===== src/rtl/wkal_pkg.sv =====
`timescale 1ns/1ps
package wkal_pkg;
   typedef enum logic [2:0] {
      SEL_MIN  = 3'd0,
      SEL_HOUR = 3'd1,
      SEL_DAYS = 3'd2,
      SEL_CTRL = 3'd3,
      SEL_ACK  = 3'd4
   } wkal_sel_e;

   localparam int CTRL_EN_BIT = 4;
   localparam int ACK_BIT     = 0;
endpackage


===== src/rtl/wkal_regs.sv =====
`timescale 1ns/1ps
module wkal_regs #(
   parameter int BCD_W     = 8,
   parameter int MIN_BITS  = 7,
   parameter int HOUR_BITS = 6,
   parameter int NUM_DAYS  = 7
) (
   input  logic                clk_i,
   input  logic                rst_ni,
   input  logic                wr_en_i,
   input  logic [2:0]          wr_sel_i,
   input  logic [BCD_W-1:0]    wr_data_i,
   output logic [BCD_W-1:0]    alm_min_o,
   output logic [BCD_W-1:0]    alm_hour_o,
   output logic [NUM_DAYS-1:0] day_mask_o,
   output logic                alm_en_o,
   output logic                ack_o
);
   import wkal_pkg::*;

   localparam logic [BCD_W-1:0] MIN_KEEP  = BCD_W'((1 << MIN_BITS) - 1);
   localparam logic [BCD_W-1:0] HOUR_KEEP = BCD_W'((1 << HOUR_BITS) - 1);

   generate
      if (MIN_BITS > BCD_W || HOUR_BITS > BCD_W || NUM_DAYS > BCD_W) begin : g_bad_width
         $error("wkal_regs: field wider than the write data");
      end
      if (CTRL_EN_BIT >= BCD_W) begin : g_bad_ctrl
         $error("wkal_regs: enable bit outside the write data");
      end
   endgenerate

   logic unused_hi;
   assign unused_hi = ^wr_data_i[BCD_W-1:MIN_BITS];

   always_ff @(posedge clk_i) begin
      if (!rst_ni) begin
         alm_min_o  <= '0;
         alm_hour_o <= '0;
         day_mask_o <= '0;
         alm_en_o   <= 1'b0;
      end else if (wr_en_i) begin
         case (wr_sel_i)
            SEL_MIN:  alm_min_o  <= wr_data_i & MIN_KEEP;
            SEL_HOUR: alm_hour_o <= wr_data_i & HOUR_KEEP;
            SEL_DAYS: day_mask_o <= wr_data_i[NUM_DAYS-1:0];
            SEL_CTRL: alm_en_o   <= wr_data_i[CTRL_EN_BIT];
            default:  ;
         endcase
      end
   end

   assign ack_o = wr_en_i && (wr_sel_i == SEL_ACK) && wr_data_i[ACK_BIT];

   // without a write strobe no programmed value moves
   assert_cfg_hold_R2: assert property (@(posedge clk_i) disable iff (!rst_ni)
      !wr_en_i |=> $stable({alm_min_o, alm_hour_o, day_mask_o, alm_en_o}));
endmodule


===== src/rtl/wkal_match.sv =====
`timescale 1ns/1ps
module wkal_match #(
   parameter int BCD_W    = 8,
   parameter int NUM_DAYS = 7,
   parameter int WDAY_W   = 3
) (
   input  logic                clk_i,
   input  logic                rst_ni,
   input  logic                sec_tick_i,
   input  logic [BCD_W-1:0]    cur_sec_i,
   input  logic [BCD_W-1:0]    cur_min_i,
   input  logic [BCD_W-1:0]    cur_hour_i,
   input  logic [WDAY_W-1:0]   cur_wday_i,
   input  logic [BCD_W-1:0]    alm_min_i,
   input  logic [BCD_W-1:0]    alm_hour_i,
   input  logic [NUM_DAYS-1:0] day_mask_i,
   output logic                hit_o
);
   logic [NUM_DAYS-1:0] day_hit;

   generate
      if ((1 << WDAY_W) < NUM_DAYS) begin : g_bad_wday
         $error("wkal_match: weekday code too narrow");
      end
      for (genvar d = 0; d < NUM_DAYS; d++) begin : g_day
         assign day_hit[d] = day_mask_i[d] && (cur_wday_i == WDAY_W'(d));
      end
   endgenerate

   logic time_eq;
   assign time_eq = (cur_sec_i == '0) && (cur_min_i == alm_min_i) && (cur_hour_i == alm_hour_i);
   assign hit_o   = sec_tick_i && time_eq && (|day_hit);

   // an out-of-range weekday code never matches
   assert_no_bad_day_R6: assert property (@(posedge clk_i) disable iff (!rst_ni)
      (32'(cur_wday_i) >= NUM_DAYS) |-> !hit_o);
endmodule


===== src/rtl/wkal_flag.sv =====
`timescale 1ns/1ps
module wkal_flag (
   input  logic clk_i,
   input  logic rst_ni,
   input  logic hit_i,
   input  logic en_i,
   input  logic ack_i,
   output logic pulse_o,
   output logic irq_o
);
   always_ff @(posedge clk_i) begin
      if (!rst_ni) begin
         pulse_o <= 1'b0;
         irq_o   <= 1'b0;
      end else begin
         pulse_o <= hit_i;
         if (hit_i && en_i)
            irq_o <= 1'b1;
         else if (ack_i)
            irq_o <= 1'b0;
      end
   end

   assert_set_needs_en_R7: assert property (@(posedge clk_i) disable iff (!rst_ni)
      $rose(irq_o) |-> $past(hit_i && en_i));
   assert_sticky_R8: assert property (@(posedge clk_i) disable iff (!rst_ni)
      (irq_o && !ack_i) |=> irq_o);
   assert_clear_R8: assert property (@(posedge clk_i) disable iff (!rst_ni)
      (ack_i && !(hit_i && en_i)) |=> !irq_o);
   assert_set_wins_R9: assert property (@(posedge clk_i) disable iff (!rst_ni)
      (hit_i && en_i) |=> irq_o);
endmodule


===== src/rtl/wkal_alarm.sv =====
`timescale 1ns/1ps
module wkal_alarm #(
   parameter int BCD_W     = 8,
   parameter int MIN_BITS  = 7,
   parameter int HOUR_BITS = 6,
   parameter int NUM_DAYS  = 7,
   parameter int WDAY_W    = 3
) (
   input  logic                clk_i,
   input  logic                rst_ni,
   input  logic                wr_en_i,
   input  logic [2:0]          wr_sel_i,
   input  logic [BCD_W-1:0]    wr_data_i,
   input  logic                sec_tick_i,
   input  logic [BCD_W-1:0]    cur_sec_i,
   input  logic [BCD_W-1:0]    cur_min_i,
   input  logic [BCD_W-1:0]    cur_hour_i,
   input  logic [WDAY_W-1:0]   cur_wday_i,
   output logic [BCD_W-1:0]    alm_min_o,
   output logic [BCD_W-1:0]    alm_hour_o,
   output logic [NUM_DAYS-1:0] day_mask_o,
   output logic                alm_en_o,
   output logic                hit_pulse_o,
   output logic                irq_o
);
   logic hit, ack;

   wkal_regs #(.BCD_W(BCD_W), .MIN_BITS(MIN_BITS), .HOUR_BITS(HOUR_BITS), .NUM_DAYS(NUM_DAYS)) u_regs (
      .clk_i      (clk_i),
      .rst_ni     (rst_ni),
      .wr_en_i    (wr_en_i),
      .wr_sel_i   (wr_sel_i),
      .wr_data_i  (wr_data_i),
      .alm_min_o  (alm_min_o),
      .alm_hour_o (alm_hour_o),
      .day_mask_o (day_mask_o),
      .alm_en_o   (alm_en_o),
      .ack_o      (ack)
   );

   wkal_match #(.BCD_W(BCD_W), .NUM_DAYS(NUM_DAYS), .WDAY_W(WDAY_W)) u_match (
      .clk_i      (clk_i),
      .rst_ni     (rst_ni),
      .sec_tick_i (sec_tick_i),
      .cur_sec_i  (cur_sec_i),
      .cur_min_i  (cur_min_i),
      .cur_hour_i (cur_hour_i),
      .cur_wday_i (cur_wday_i),
      .alm_min_i  (alm_min_o),
      .alm_hour_i (alm_hour_o),
      .day_mask_i (day_mask_o),
      .hit_o      (hit)
   );

   wkal_flag u_flag (
      .clk_i   (clk_i),
      .rst_ni  (rst_ni),
      .hit_i   (hit),
      .en_i    (alm_en_o),
      .ack_i   (ack),
      .pulse_o (hit_pulse_o),
      .irq_o   (irq_o)
   );

   // a hit pulse only follows a tick at second zero
   assert_pulse_zero_sec_R4: assert property (@(posedge clk_i) disable iff (!rst_ni)
      hit_pulse_o |-> $past(sec_tick_i && (cur_sec_i == '0)));
   // disabling leaves a pending flag in place
   assert_disable_keeps_R10: assert property (@(posedge clk_i) disable iff (!rst_ni)
      (irq_o && wr_en_i && wr_sel_i == 3'd3) |=> irq_o);
endmodule


===== config.mk =====
export PLATFORM = sky130hd
export DESIGN_NAME = wkal_alarm
export DESIGN_NICKNAME = d
export VERILOG_FILES = /design/src/rtl/wkal_pkg.sv /design/src/rtl/wkal_regs.sv /design/src/rtl/wkal_match.sv /design/src/rtl/wkal_flag.sv /design/src/rtl/wkal_alarm.sv
export SDC_FILE = /design/constraint.sdc
export NUM_CORES = 1
export LEC_CHECK = 0
export ABC_AREA = 1
export ABC_CLOCK_PERIOD_IN_PS = 1300
export BUFFER_PORTS_ARGS = -buffer_cell sky130_fd_sc_hd__clkbuf_2
export CELL_PAD_IN_SITES_DETAIL_PLACEMENT = 2
export CELL_PAD_IN_SITES_GLOBAL_PLACEMENT = 2
export CORE_MARGIN = 2
export CORE_UTILIZATION = 19
export CTS_CLUSTER_DIAMETER = 150
export CTS_CLUSTER_SIZE = 28
export DETAILED_ROUTE_END_ITERATION = 10
export GPL_TIMING_DRIVEN = 0
export PLACE_DENSITY = 0.79
export SLEW_MARGIN = 40
export SYNTH_ARGS = -nofsm -noshare
export SYNTH_HDL_FRONTEND = slang
export SYNTH_SLANG_ARGS = --single-unit

===== constraint.sdc =====
create_clock -name clk_i -period 1.3 [get_ports clk_i]
set_clock_uncertainty 0.2 [all_clocks]
set_input_delay 0.39 -clock clk_i [delete_from_list [all_inputs] [get_ports clk_i]]
set_output_delay 0.39 -clock clk_i [all_outputs]
set_load 0.01 [all_outputs]

After elaboration in Yosys (flattened, before gate mapping):

Index checks and enable logic that the tools add are counted.

* bits in registers: 23
* latch bits: 0
* RAM bits: 0
* bits in read-only memories: 0
* input bits: 42
* output and inout bits: 26
* logic and storage cells: 43
* memories kept: 0

* add/subtract/negate cells: 0
* $mul: 0
* divide/modulo/power cells: 0
* magnitude comparators: 0
* eq/ne operators: 12
* shifts and indexed selects: 0
* multiplexer cells: 2
* bitwise gates (word level): 0
* reduce and logical (&&, ||, !) cells: 23

Operators by type and width (count)
* 1-bit logical AND: 14
* 3-bit by 2-bit == test with 1-bit output, second input constant: 4
* 3-bit == test, second input constant: 4
* 8-bit by 6-bit == test with 1-bit output: 1
* 8-bit by 7-bit == test with 1-bit output: 1
* 8-bit zero test: 1
* 2-bit AND reduction: 4
* 7-bit OR reduction: 1
* 3-bit by 1-bit == test with 1-bit output, second input constant: 2
* 3-bit zero test: 2
* 1-bit two-way mux: 2
* 2-bit nonzero test: 1

Depth between registers and ports, before layout:

Gate-level depths: netlist (run 1).

* depth in word-level cells: 7
* mapped depth: 10
* gate-level depth less buffers: 10

By module:

Synthesis (run 1) repeated with hierarchy kept, for this count alone.

* cells, all modules: 252
* area, all modules: 1453.9 sq um

By module, submodules not included
* wkal_regs: instances 1, cells an instance 139, area each 963.4 sq um, seq. area each 420.4 sq um
* wkal_match: instances 1, cells an instance 105, area each 425.4 sq um, seq. area each 0.0 sq um
* wkal_flag: instances 1, cells an instance 8, area each 65.1 sq um, seq. area each 40.0 sq um

Worst setup path before layout (run 1):

OpenSTA, ideal clock, no wires.

* path type: input-to-reg
* start: input port wr_en_i
* end: register u_regs.day_mask_o[2]
* library setup time: 0.119 ns
* data arrival time: 0.971 ns
* data required time: 0.981 ns
* path slack: 0.010 ns
* cell stages on the path: 6
* path buffers: 1
* path through: inv_1 > nor2_4 > nand3_1 > buf_2 > o21ai_0 > a21oi_1

* word-level cells in the longest chain between the ends: 1

RTL lines
* from (decl): RTL line wkal_alarm.sv:11 `input logic wr_en_i,`
* 2-bit AND reduction (no source line)
* to (signal assigned): RTL line wkal_regs.sv:46 `SEL_DAYS: day_mask_o <= wr_data_i[NUM_DAYS-1:0];`
* to (decl): RTL line wkal_regs.sv:15 `output logic [NUM_DAYS-1:0] day_mask_o,`

Every way passes these cells.
A chain may end at the register's enable or synchronous reset.

Final worst setup path (run 1):

* start: register u_regs.alm_hour_o[2]
* end: output port alm_hour_o[2]

RTL lines
* from (decl): RTL line wkal_regs.sv:14 `output logic [BCD_W-1:0] alm_hour_o,`
* from (signal assigned): RTL line wkal_regs.sv:45 `SEL_HOUR: alm_hour_o <= wr_data_i & HOUR_KEEP;`
* to (decl): RTL line wkal_alarm.sv:20 `output logic [BCD_W-1:0] alm_hour_o,`

No word-level cell between the ends.

==> metrics.txt, run 1 <==
Worst Hold Endpoint=u_regs.alm_min_o[0]$_SDFFE_PN0P_; Chip Width=84.4 um; Worst Hold Class=input pin to flop; period utilization=110%; mux contribution to synthesized area=0%; CTS root buf=clkbuf_8; top cells by area, synth=dfxtp_1 (38%), inv_1 (12%), nand2_1 (11%); vias in the first global route=1,526; Crit. path cell count=2; CP Buf/Inv Count=2; Area after DPL=1650 um2; Post-Synth Simple-Gate Area=25.9%; routed length per instance=13.2 um; reg2reg start=u_regs.alm_min_o[0]$_SDFFE_PN0P_; area grow syn2layout=61.2%; fmax=696 MHz; drt first pass iters=2; CTS max path bufs=2; wirelength, routed=4560 um; Rows=29; Final setup viols=23; # nets final=312; synthesized cell area=1230 um2; NetSw=444 uW; post-DP HPWL=3530 um; crit-path cells=buf_6 > buf_6; Ports=68; die height=84.4 um; worst path arrival time=0.85 ns; R2R setup slack=-0.09 ns; TritonCTS Buffers=3; diodes inserted=0; first-pass GRT wire length=7140 um; hold depth=2; vias per cell=4.23; cell mode on critical path=buf_6; CP endpoint kind=primary output; Multi-input gate area=632 um2; CTS tree=yes; initial antenna violation count=0; Detail Route Antenna Nets=0; Post-Synth XOR/XNOR Area=2.14%; largest net degree at the start of global routing=14; Mapped Cells=193; Final Non-Filler Cells=346; commonest non-fill, non-tap cell in the layout=clkbuf_2; Synth cell types=25; classification of the worst setup path=flop to primary output; worst skew pair latency=0.28 ns; leading area contributor after synthesis=dfxtp_1; via count=1,465; FF-to-FF path depth=9; Adder-Cell Fraction of Synth Area=0%; initial drt markers=21; Synth Warn #=0; Reg power frac=48.5%; starting density of the core=19.4%; total global-route track usage=12.5%; combinational group share of total power=20.9%; post-synthesis sequential area ratio=37.5%; DR DRC count=0; main flop type after synthesis=dfxtp_1; critical path's slowest cell=dfxtp_2; Max-Cap Viols=0; Leakage=0.000989 uW; internal power=1090 uW; Buffers on Ports=63; share of the synthesized area in the top cell type=37.5%; hold_buf cts=0; Sw Ratio=28.9%; Post-Syn Area per Cell=6.36 um2; Async S/R FF share, synth=0%; Startpoint Class=flop; core area=6310 um2; storage element area=503 um2; clock-pin slew on the worst setup and hold paths=0.09 ns; setup ws final=-0.136 ns; Post-Place Cells=335; Peak VDD IR=353 uV; Final Hold Viols=0; failing checks=setup timing; Die ar.=7120 um2; Tmin final=1.44 ns; # clock sinks=23; Max stage delay on crit path=0.35 ns; Critical R2R Capture=u_flag.pulse_o$_SDFF_PN0_; Compound-Gate Fraction of Synth Area=18.9%; Slew Limit Fails=0; fraction of layout cells with a size suffix above 1=46.8%; outcome=finished, violations left; H-Tree Depth=1; Final TNS setup=-0.838 ns; crit-path max FO=3; largest family of logic cells by synthesized area=simple AND/OR/NAND/NOR gates; CP top delay family=flip-flops; global route overflow=0; routability cong.=0.779; most frequent cells in the layout=clkbuf_2 (41), inv_1 (32), nand2_1 (29), nor2_1 (25), buf_6 (23); RSZ-0062 raised after global routing=yes; #FFs+latches synth=23; CP required=0.71 ns; PwrDens=776 nW/um2; cell area after layout=1980 um2; Post-synth EDFFs=0; hold path start=rst_ni; Layout fillers=781; Clk pwr share=30.6%; DP Worst Slack=-0.266 ns
==> power groups by stage <==
stage / logic [uW] / registers, uW / clock network [uW]
after CTS: 281 / 750 / 491
after global routing: 362 / 749 / 506
after detailed placement: 267 / 762 / 0
after global placement: 258 / 762 / 0
after floorplan: 122 / 768 / 0
final: 321 / 744 / 470
==> worst reg2reg max path, cell delays in order (launching register included) <==
cell     delay [ns]
dfxtp_4        0.38
inv_2          0.04
nand2_1        0.06
nand2_1        0.05
inv_1          0.06
nand2_2        0.07
nor2_4         0.11
nand3_2        0.10
nor2_4         0.13
and2_4         0.15
==> Yosys cell counts (2+ instances only) <==
cell type and number:
dfxtp_1 23, a21oi_1 15, buf_2 3, nor2_1 27
nand3_1 6, nand2_1 36, buf_4 3, inv_1 38
o21ai_1 2, o21ai_0 23, xor2_1 3
==> stage by stage <==
stage	hold slack [ns]	total power, uW	utilization, %
6_report	0.194	1540	31.3
2_1_floorplan	0.280	891	-
5_1_grt	0.209	1620	31.3
4_1_cts	0.185	1520	28.2
3_3_place_gp	0.266	1020	26.1
3_5_place_dp	0.274	1030	26.1
==> logic make-up after synthesis <==
logic type | after synthesis
compound gates | 44
xor+xnor | 3
buf+inv | 46
flops | 23
other cells | 1
simple gates | 76
==> sequential cells by signal, summed over array words and instances (netlist names) <==
| signal | count |
|---|---|
| u_regs.alm_hour_o | 6 |
| u_flag.irq_o | 1 |
| u_regs.alm_min_o | 7 |
| u_regs.day_mask_o | 7 |
| u_regs.alm_en_o | 1 |
| u_flag.pulse_o | 1 |
==> how the worst max path moves through the flow <==
stage	endpoint	startpoint	slack [ns]
4_1_cts	u_flag.pulse_o$_SDFF_PN0_	u_regs.alm_hour_o[2]$_SDFFE_PN0P_	-0.13
5_1_grt	u_flag.pulse_o$_SDFF_PN0_	u_regs.alm_min_o[0]$_SDFFE_PN0P_	-0.19
2_1_floorplan	u_regs.day_mask_o[2]$_SDFFE_PN0P_	wr_en_i	0.01
6_report	alm_hour_o[2]	u_regs.alm_hour_o[2]$_SDFFE_PN0P_	-0.14
3_3_place_gp	u_flag.pulse_o$_SDFF_PN0_	cur_sec_i[4]	-0.27
3_5_place_dp	u_flag.pulse_o$_SDFF_PN0_	cur_hour_i[5]	-0.27
==> per-layer routing <==
| metal | wire (um) | track usage [%] | vias up |
|---|---|---|---|
| li1 | - | - | 740 |
| met4 | 0 | 2.16 | 0 |
| met5 | 0 | 0 | - |
| met2 | 2490 | 24.3 | 34 |
| met3 | 175 | 2.75 | 0 |
| met1 | 1900 | 13.9 | 691 |
==> timing repair <==
item,4_1_cts,5_1_grt
setup endpoints to repair,25,33
buffers inserted,6,1
pin swaps,7,8
gates resized for setup,30,73
==> final cells by class <==
class                           instances  area share (%)
Clock inverter                          1           0.253
Buffer                                  7            2.28
Sequential cell                        23            25.4
Timing Repair Buffer                   70            25.7
Multi-Input combinational cell        126            31.9
Inverter                               39            7.40
Clock buffer                            3            2.09
Tap cell                               77            4.87
Note: power is estimated with default switching activity, not from simulation.
==> inputs of run 2 (changes only) <==
- CORE_UTILIZATION: 19 -> 20
- CTS_BUF_LIST: not set -> sky130_fd_sc_hd__clkbuf_4
- GPL_TIMING_DRIVEN: 0 -> not set
- PLACE_DENSITY: 0.79 -> 0.82
==> run 2 against run 1 <==
The flow still finishes with violations (setup timing). Clock-buffer cell count did not move. Non-clock buffer count grew 25. Core utilization grew 6.1 points. Routed wire length grew 18%. Flip-flop and latch count stayed put. Sequential share of layout area fell by 3.1 points. Hold slack worse by 0.049 ns. Register-to-register slack worse by 0.20 ns. Power shrank 2.9%. Highest routed layer is now met4.
==> metrics.txt, run 2 (same netlist as run 1, synthesis figures left out) <==
outcome=finished, violations left (unchanged); failing checks=setup timing (unchanged); Final Non-Filler Cells=369 (was 346); most frequent cells in the layout=clkbuf_2 (40), inv_1 (35), buf_6 (32), nand2_1 (31), buf_4 (28) (was clkbuf_2 (41), inv_1 (32), nand2_1 (29), nor2_1 (25), buf_6 (23)); Leakage=0.00113 uW (was 0.000989 uW); # clock sinks=23 (unchanged); FF-to-FF path depth=10 (was 9); classification of the worst setup path=flop to flop (was flop to primary output); CP required=1.36 ns (was 0.71 ns); post-DP HPWL=3810 um (was 3530 um); Final Hold Viols=0 (unchanged); fraction of layout cells with a size suffix above 1=51.0% (was 46.8%); initial antenna violation count=0 (unchanged); core area=5920 um2 (was 6310 um2); period utilization=122% (was 110%); CTS tree=yes (unchanged); CP endpoint kind=flop (was primary output); Buffers on Ports=63 (unchanged); Top Registers=u_regs.alm_min_o: 7 flops, u_regs.day_mask_o: 7 flops, u_regs.alm_hour_o: 6 flops (unchanged); worst path arrival time=1.65 ns (was 0.85 ns); commonest non-fill, non-tap cell in the layout=clkbuf_2 (unchanged); Post-Place Cells=352 (was 335); area grow syn2layout=80.6% (was 61.2%); Final setup viols=25 (was 23); DR DRC count=0 (unchanged); initial drt markers=41 (was 21); Startpoint Class=flop (unchanged); RSZ-0062 raised after global routing=yes (unchanged); Final TNS setup=-3.36 ns (was -0.838 ns); # nets final=337 (was 312); Tmin final=1.59 ns (was 1.44 ns); starting density of the core=20.7% (was 19.4%); routability cong.=0.738 (was 0.779); fmax=628 MHz (was 696 MHz); total global-route track usage=15.3% (was 12.5%); H-Tree Depth=1 (unchanged); Detail Route Antenna Nets=0 (unchanged); routed length per instance=14.6 um (was 13.2 um); diodes inserted=0 (unchanged); crit-path max FO=2 (was 3); DP Worst Slack=-0.283 ns (was -0.266 ns); setup ws final=-0.292 ns (was -0.136 ns); wirelength, routed=5370 um (was 4560 um); CTS root buf=clkbuf_4 (was clkbuf_8); global route overflow=0 (unchanged); Final Core Density=37.4% (was 31.3%); vias in the first global route=1,761 (was 1,526); drt first pass iters=3 (was 2); CTS max path bufs=2 (unchanged); Chip Width=82.3 um (was 84.4 um); first-pass GRT wire length=7910 um (was 7140 um); Die ar.=6780 um2 (was 7120 um2); Worst Hold Class=input pin to flop (unchanged); TritonCTS Buffers=3 (unchanged); PwrDens=672 nW/um2 (was 776 nW/um2); largest net degree at the start of global routing=23 (was 14); Slew Limit Fails=0 (unchanged); die height=82.3 um (was 84.4 um); Layout fillers=707 (was 781); vias per cell=4.33 (was 4.23); Rows=28 (was 29); clock-pin slew on the worst setup and hold paths=0.15 ns (was 0.09 ns); Ports=68 (unchanged); via count=1,596 (was 1,465); hold depth=3 (was 2); Peak VDD IR=300 uV (was 353 uV); Max-Cap Viols=0 (unchanged); worst skew pair latency=0.33 ns (was 0.28 ns)
==> run 2: cell count changes in the layout (fill, tap and decap cells not counted), sizes merged <==
cell / change
buf: +26
clkbuf: -1
==> run 2: through the flow <==
step	cell area, um2	power, uW	hold WS [ns]
global route	2220	1600	0.127
finish	2220	1490	0.145
floorplan	1230	891	0.280
global placement	1800	1050	0.261
detailed placement	1800	1070	0.278
CTS	2020	1460	0.134
==> run 2: final cells by class <==
| class | instances | area [um2] | share of cell area (%) |
|---|---|---|---|
| Clock buffer | 3 | 22.5 | 1.02 |
| Clock inverter | 1 | 5.00 | 0.226 |
| Timing Repair Buffer | 102 | 801 | 36.1 |
| Tap cell | 75 | 93.8 | 4.23 |
| Sequential cell | 23 | 494 | 22.3 |
| Inverter | 39 | 149 | 6.72 |
| Multi-Input combinational cell | 126 | 652 | 29.4 |
==> run 2: path summary, 6_finish.rpt <==
| check | startpoint | to | slack (ns) |
|---|---|---|---|
| max | u_regs.alm_hour_o[2]$_SDFFE_PN0P_ | u_flag.irq_o$_SDFFE_PN0P_ | -0.29 |
| max reg2reg | u_regs.alm_hour_o[2]$_SDFFE_PN0P_ | u_flag.irq_o$_SDFFE_PN0P_ | -0.29 |
| min reg2reg | u_regs.day_mask_o[2]$_SDFFE_PN0P_ | u_regs.day_mask_o[2]$_SDFFE_PN0P_ | 0.30 |
| min | wr_data_i[0] | u_regs.alm_min_o[0]$_SDFFE_PN0P_ | 0.15 |
==> run 2: what timing repair did <==
action	CTS	global route
pin swaps	2	5
endpoints found under the hold margin	0	0
hold buffers	0	0
setup buffers	13	1
gates resized for setup	38	64
endpoints found under the setup margin	25	26
==> run 2: where the power goes <==
| part | total, uW | switching, uW | internal (uW) |
|---|---|---|---|
| registers | 749 | 20.4 | 729 |
| clock network | 355 | 239 | 115 |
| logic | 386 | 191 | 195 |
==> run 2: per-layer routing <==
layer	part of all wire, %	up-vias	global-route usage [%]
li1	-	790	-
met1	39	766	15.8
met2	57	34	31.7
met3	3.1	6	2.39
met4	0.97	0	3.17
met5	0	-	0
==> run 2: critical path, cell delays in order, from the launching register on <==
cell	delay, ns
dfxtp_2	0.36
buf_6	0.12
nand2_1	0.06
nand2_1	0.06
inv_1	0.08
nand2_1	0.08
nor2_2	0.11
nand3_2	0.12
nor2_4	0.16
nand3_2	0.09
nand2_1	0.07
==> inputs of run 3 (changes only) <==
- PLACE_DENSITY: 0.82 -> 0.8
- SYNTH_HIERARCHICAL: not set -> 1
==> run 3 against run 2 <==
The run still ends with setup timing left. Critical path depth is 8 lower. Combinational power increased by 15%. Core utilization down 3.3 points. Sequential share of layout area fell by 1.7 points. Non-clock buffer count decreased by 6. Die area grew 18%. Power increased by 3.2%. Fmax grew 4.8%. Sequential power barely moved. Clock-buffer cell count is the same. Hold slack better by 0.087 ns. Via count grew 18%.
==> metrics.txt, run 3 <==
area grow syn2layout=67.7% (was 80.6%); TritonCTS Buffers=3 (unchanged); Multi-input gate area=822 um2 (was 652 um2); storage element area=502 um2 (was 494 um2); top cells by area, synth=dfxtp_1 (32%), nand2_1 (18%), nor2_1 (16%) (was dfxtp_1 (38%), inv_1 (12%), nand2_1 (11%)); Tmin final=1.52 ns (was 1.59 ns); CTS root buf=clkbuf_4 (unchanged); classification of the worst setup path=flop to primary output (was flop to flop); initial drt markers=26 (was 41); worst path arrival time=0.93 ns (was 1.65 ns); Chip Width=89.3 um (was 82.3 um); Synth Warn #=6 (was 0); Post-Syn Area per Cell=5.77 um2 (was 6.36 um2); starting density of the core=20.4% (was 20.7%); most frequent cells in the layout=nand2_1 (67), nor2_1 (57), clkbuf_2 (40), buf_6 (37) (was clkbuf_2 (40), inv_1 (35), buf_6 (32), nand2_1 (31), buf_4 (28)); outcome=finished, violations left (unchanged); Die ar.=7970 um2 (was 6780 um2); commonest non-fill, non-tap cell in the layout=nand2_1 (was clkbuf_2); hold_buf cts=0 (unchanged); Mapped Cells=252 (was 193); Tot Pwr=1540 uW (was 1490 uW); setup ws final=-0.219 ns (was -0.292 ns); PwrDens=630 nW/um2 (was 672 nW/um2); vias in the first global route=1,938 (was 1,761); fraction of layout cells with a size suffix above 1=42.9% (was 51.0%); # clock sinks=23 (unchanged); period utilization=117% (was 122%); clock-pin slew on the worst setup and hold paths=0.14 ns (was 0.15 ns); Synth cell types=18 (was 25); diodes inserted=0 (unchanged); top post-synthesis cells by count=nand2_1 (70), nor2_1 (61), inv_1 (36) (was inv_1 (38), nand2_1 (36), nor2_1 (27)); Final Hold Viols=0 (unchanged); DP Worst Slack=-0.329 ns (was -0.283 ns); H-Tree Depth=1 (unchanged); Final Core Density=34.2% (was 37.4%); worst skew pair latency=0.32 ns (was 0.33 ns); Final TNS setup=-3.89 ns (was -3.36 ns); Final setup viols=25 (unchanged); Rows=31 (was 28); post-synthesis sequential area ratio=31.7% (was 37.5%); Top Registers=u_regs/alm_min_o: 7 flops, u_regs/day_mask_o: 7 flops, u_regs/alm_hour_o: 6 flops (was u_regs.alm_min_o: 7 flops, u_regs.day_mask_o: 7 flops, u_regs.alm_hour_o: 6 flops); vias per cell=4.21 (was 4.33); Max-Cap Viols=0 (unchanged); Slew Limit Fails=0 (unchanged); synthesized cell area=1450 um2 (was 1230 um2); Post-synth EDFFs=0 (unchanged); drt first pass iters=3 (unchanged); total global-route track usage=13.9% (was 15.3%); Worst Hold Class=input pin to flop (unchanged); via count=1,878 (was 1,596); CTS tree=yes (unchanged); CP required=0.71 ns (was 1.36 ns); Detail Route Antenna Nets=0 (unchanged); Peak VDD IR=274 uV (was 300 uV); largest net degree at the start of global routing=25 (was 23); wirelength, routed=5750 um (was 5370 um); post-DP HPWL=4390 um (was 3810 um); first-pass GRT wire length=8570 um (was 7910 um); routed length per instance=12.9 um (was 14.6 um); routability cong.=0.716 (was 0.738); Leakage=0.00124 uW (was 0.00113 uW); # nets final=390 (was 337); #FFs+latches synth=23 (unchanged); failing checks=setup timing (unchanged); leading area contributor after synthesis=dfxtp_1 (unchanged); CTS max path bufs=2 (unchanged); global route overflow=0 (unchanged); die height=89.3 um (was 82.3 um); main flop type after synthesis=dfxtp_1 (unchanged); Startpoint Class=flop (unchanged); crit-path max FO=4 (was 2); DR DRC count=0 (unchanged); Layout fillers=903 (was 707); fmax=658 MHz (was 628 MHz); core area=7140 um2 (was 5920 um2); initial antenna violation count=0 (unchanged); Buffers on Ports=63 (unchanged); CP endpoint kind=primary output (was flop); RSZ-0062 raised after global routing=yes (unchanged); most common cell in the netlist=nand2_1 (was inv_1); Async S/R FF share, synth=0% (unchanged); share of the synthesized area in the top cell type=31.7% (was 37.5%); Ports=68 (unchanged)
-- run 3: cell types whose count changed after synthesis, sizes merged, moves of 2 or more --
cell,before,now
a21oi,15,1
inv,39,41
nand2,37,72
nand3,7,33
nor2,29,68
o21ai,25,3
xor2,3,1
-- run 3: logic make-up after synthesis --
kind of cell           count (synthesis)  synth area share, %
AND/OR/NAND/NOR                      174                 51.6
buffers and inverters                 48                 13.9
flip-flops                            23                 31.7
AO/OA/AOI/OAI                          4                 1.38
XOR/XNOR                               2                 1.21
other                                  1                0.258
-- run 3: metal layers --
layer	global-route usage [%]	vias to the layer above	part of all wire [%]
li1	-	937	-
met1	16.2	896	41
met2	26.5	41	54
met3	1.85	4	4.4
met4	3.26	0	0.66
met5	0	-	0
-- run 3: area by class of cell --
class | instances | area share (%)
clock buffer | 3 | 0.924
clock inverter | 1 | 0.308
inverter | 41 | 6.31
multi-input combinational | 183 | 33.7
sequential | 23 | 20.6
tap | 99 | 5.08
timing repair buffer | 96 | 33.1
-- run 3: stage by stage --
stage                     hold slack [ns]  instances  instance area [um2]
final                               0.232        446                 2440
after global routing                0.222        446                 2440
after CTS                           0.221        443                 2280
after detailed placement            0.279        431                 2060
after global placement              0.272        431                 2060
after floorplan                     0.286        254                 1470
-- run 3: path summary, 6_finish.rpt --
check,slack (ns),cells after the start,endpoint,startpoint
worst min-delay path,0.23,4,u_flag/pulse_o$_SDFF_PN0_,rst_ni
worst min register to register,0.30,2,u_flag/irq_o$_SDFFE_PN0P_,u_flag/irq_o$_SDFFE_PN0P_
worst max-delay path,-0.22,2,alm_min_o[4],u_regs/alm_min_o[4]$_SDFFE_PN0P_
worst max register to register,-0.17,10,u_flag/irq_o$_SDFFE_PN0P_,u_regs/alm_min_o[3]$_SDFFE_PN0P_
-- run 3: repair_timing --
item,4_1_cts,5_1_grt
gates resized for setup,40,54
cloned,0,0
pin swaps,10,5
hold endpoints to repair,0,0
setup buffers,11,3
endpoints found under the setup margin,25,25
-- run 3: worst max-delay path, cell delays in order, from the launching register on --
cell     delay (ns)
dfxtp_4        0.39
buf_6          0.11
buf_8          0.11
-- run 3: power breakdown --
part / internal (uW) / switching (uW) / leakage [uW]
Combinational: 215 / 229 / 0.00103
Clock: 118 / 228 / 0.0000139
Sequential: 724 / 22.8 / 0.000199
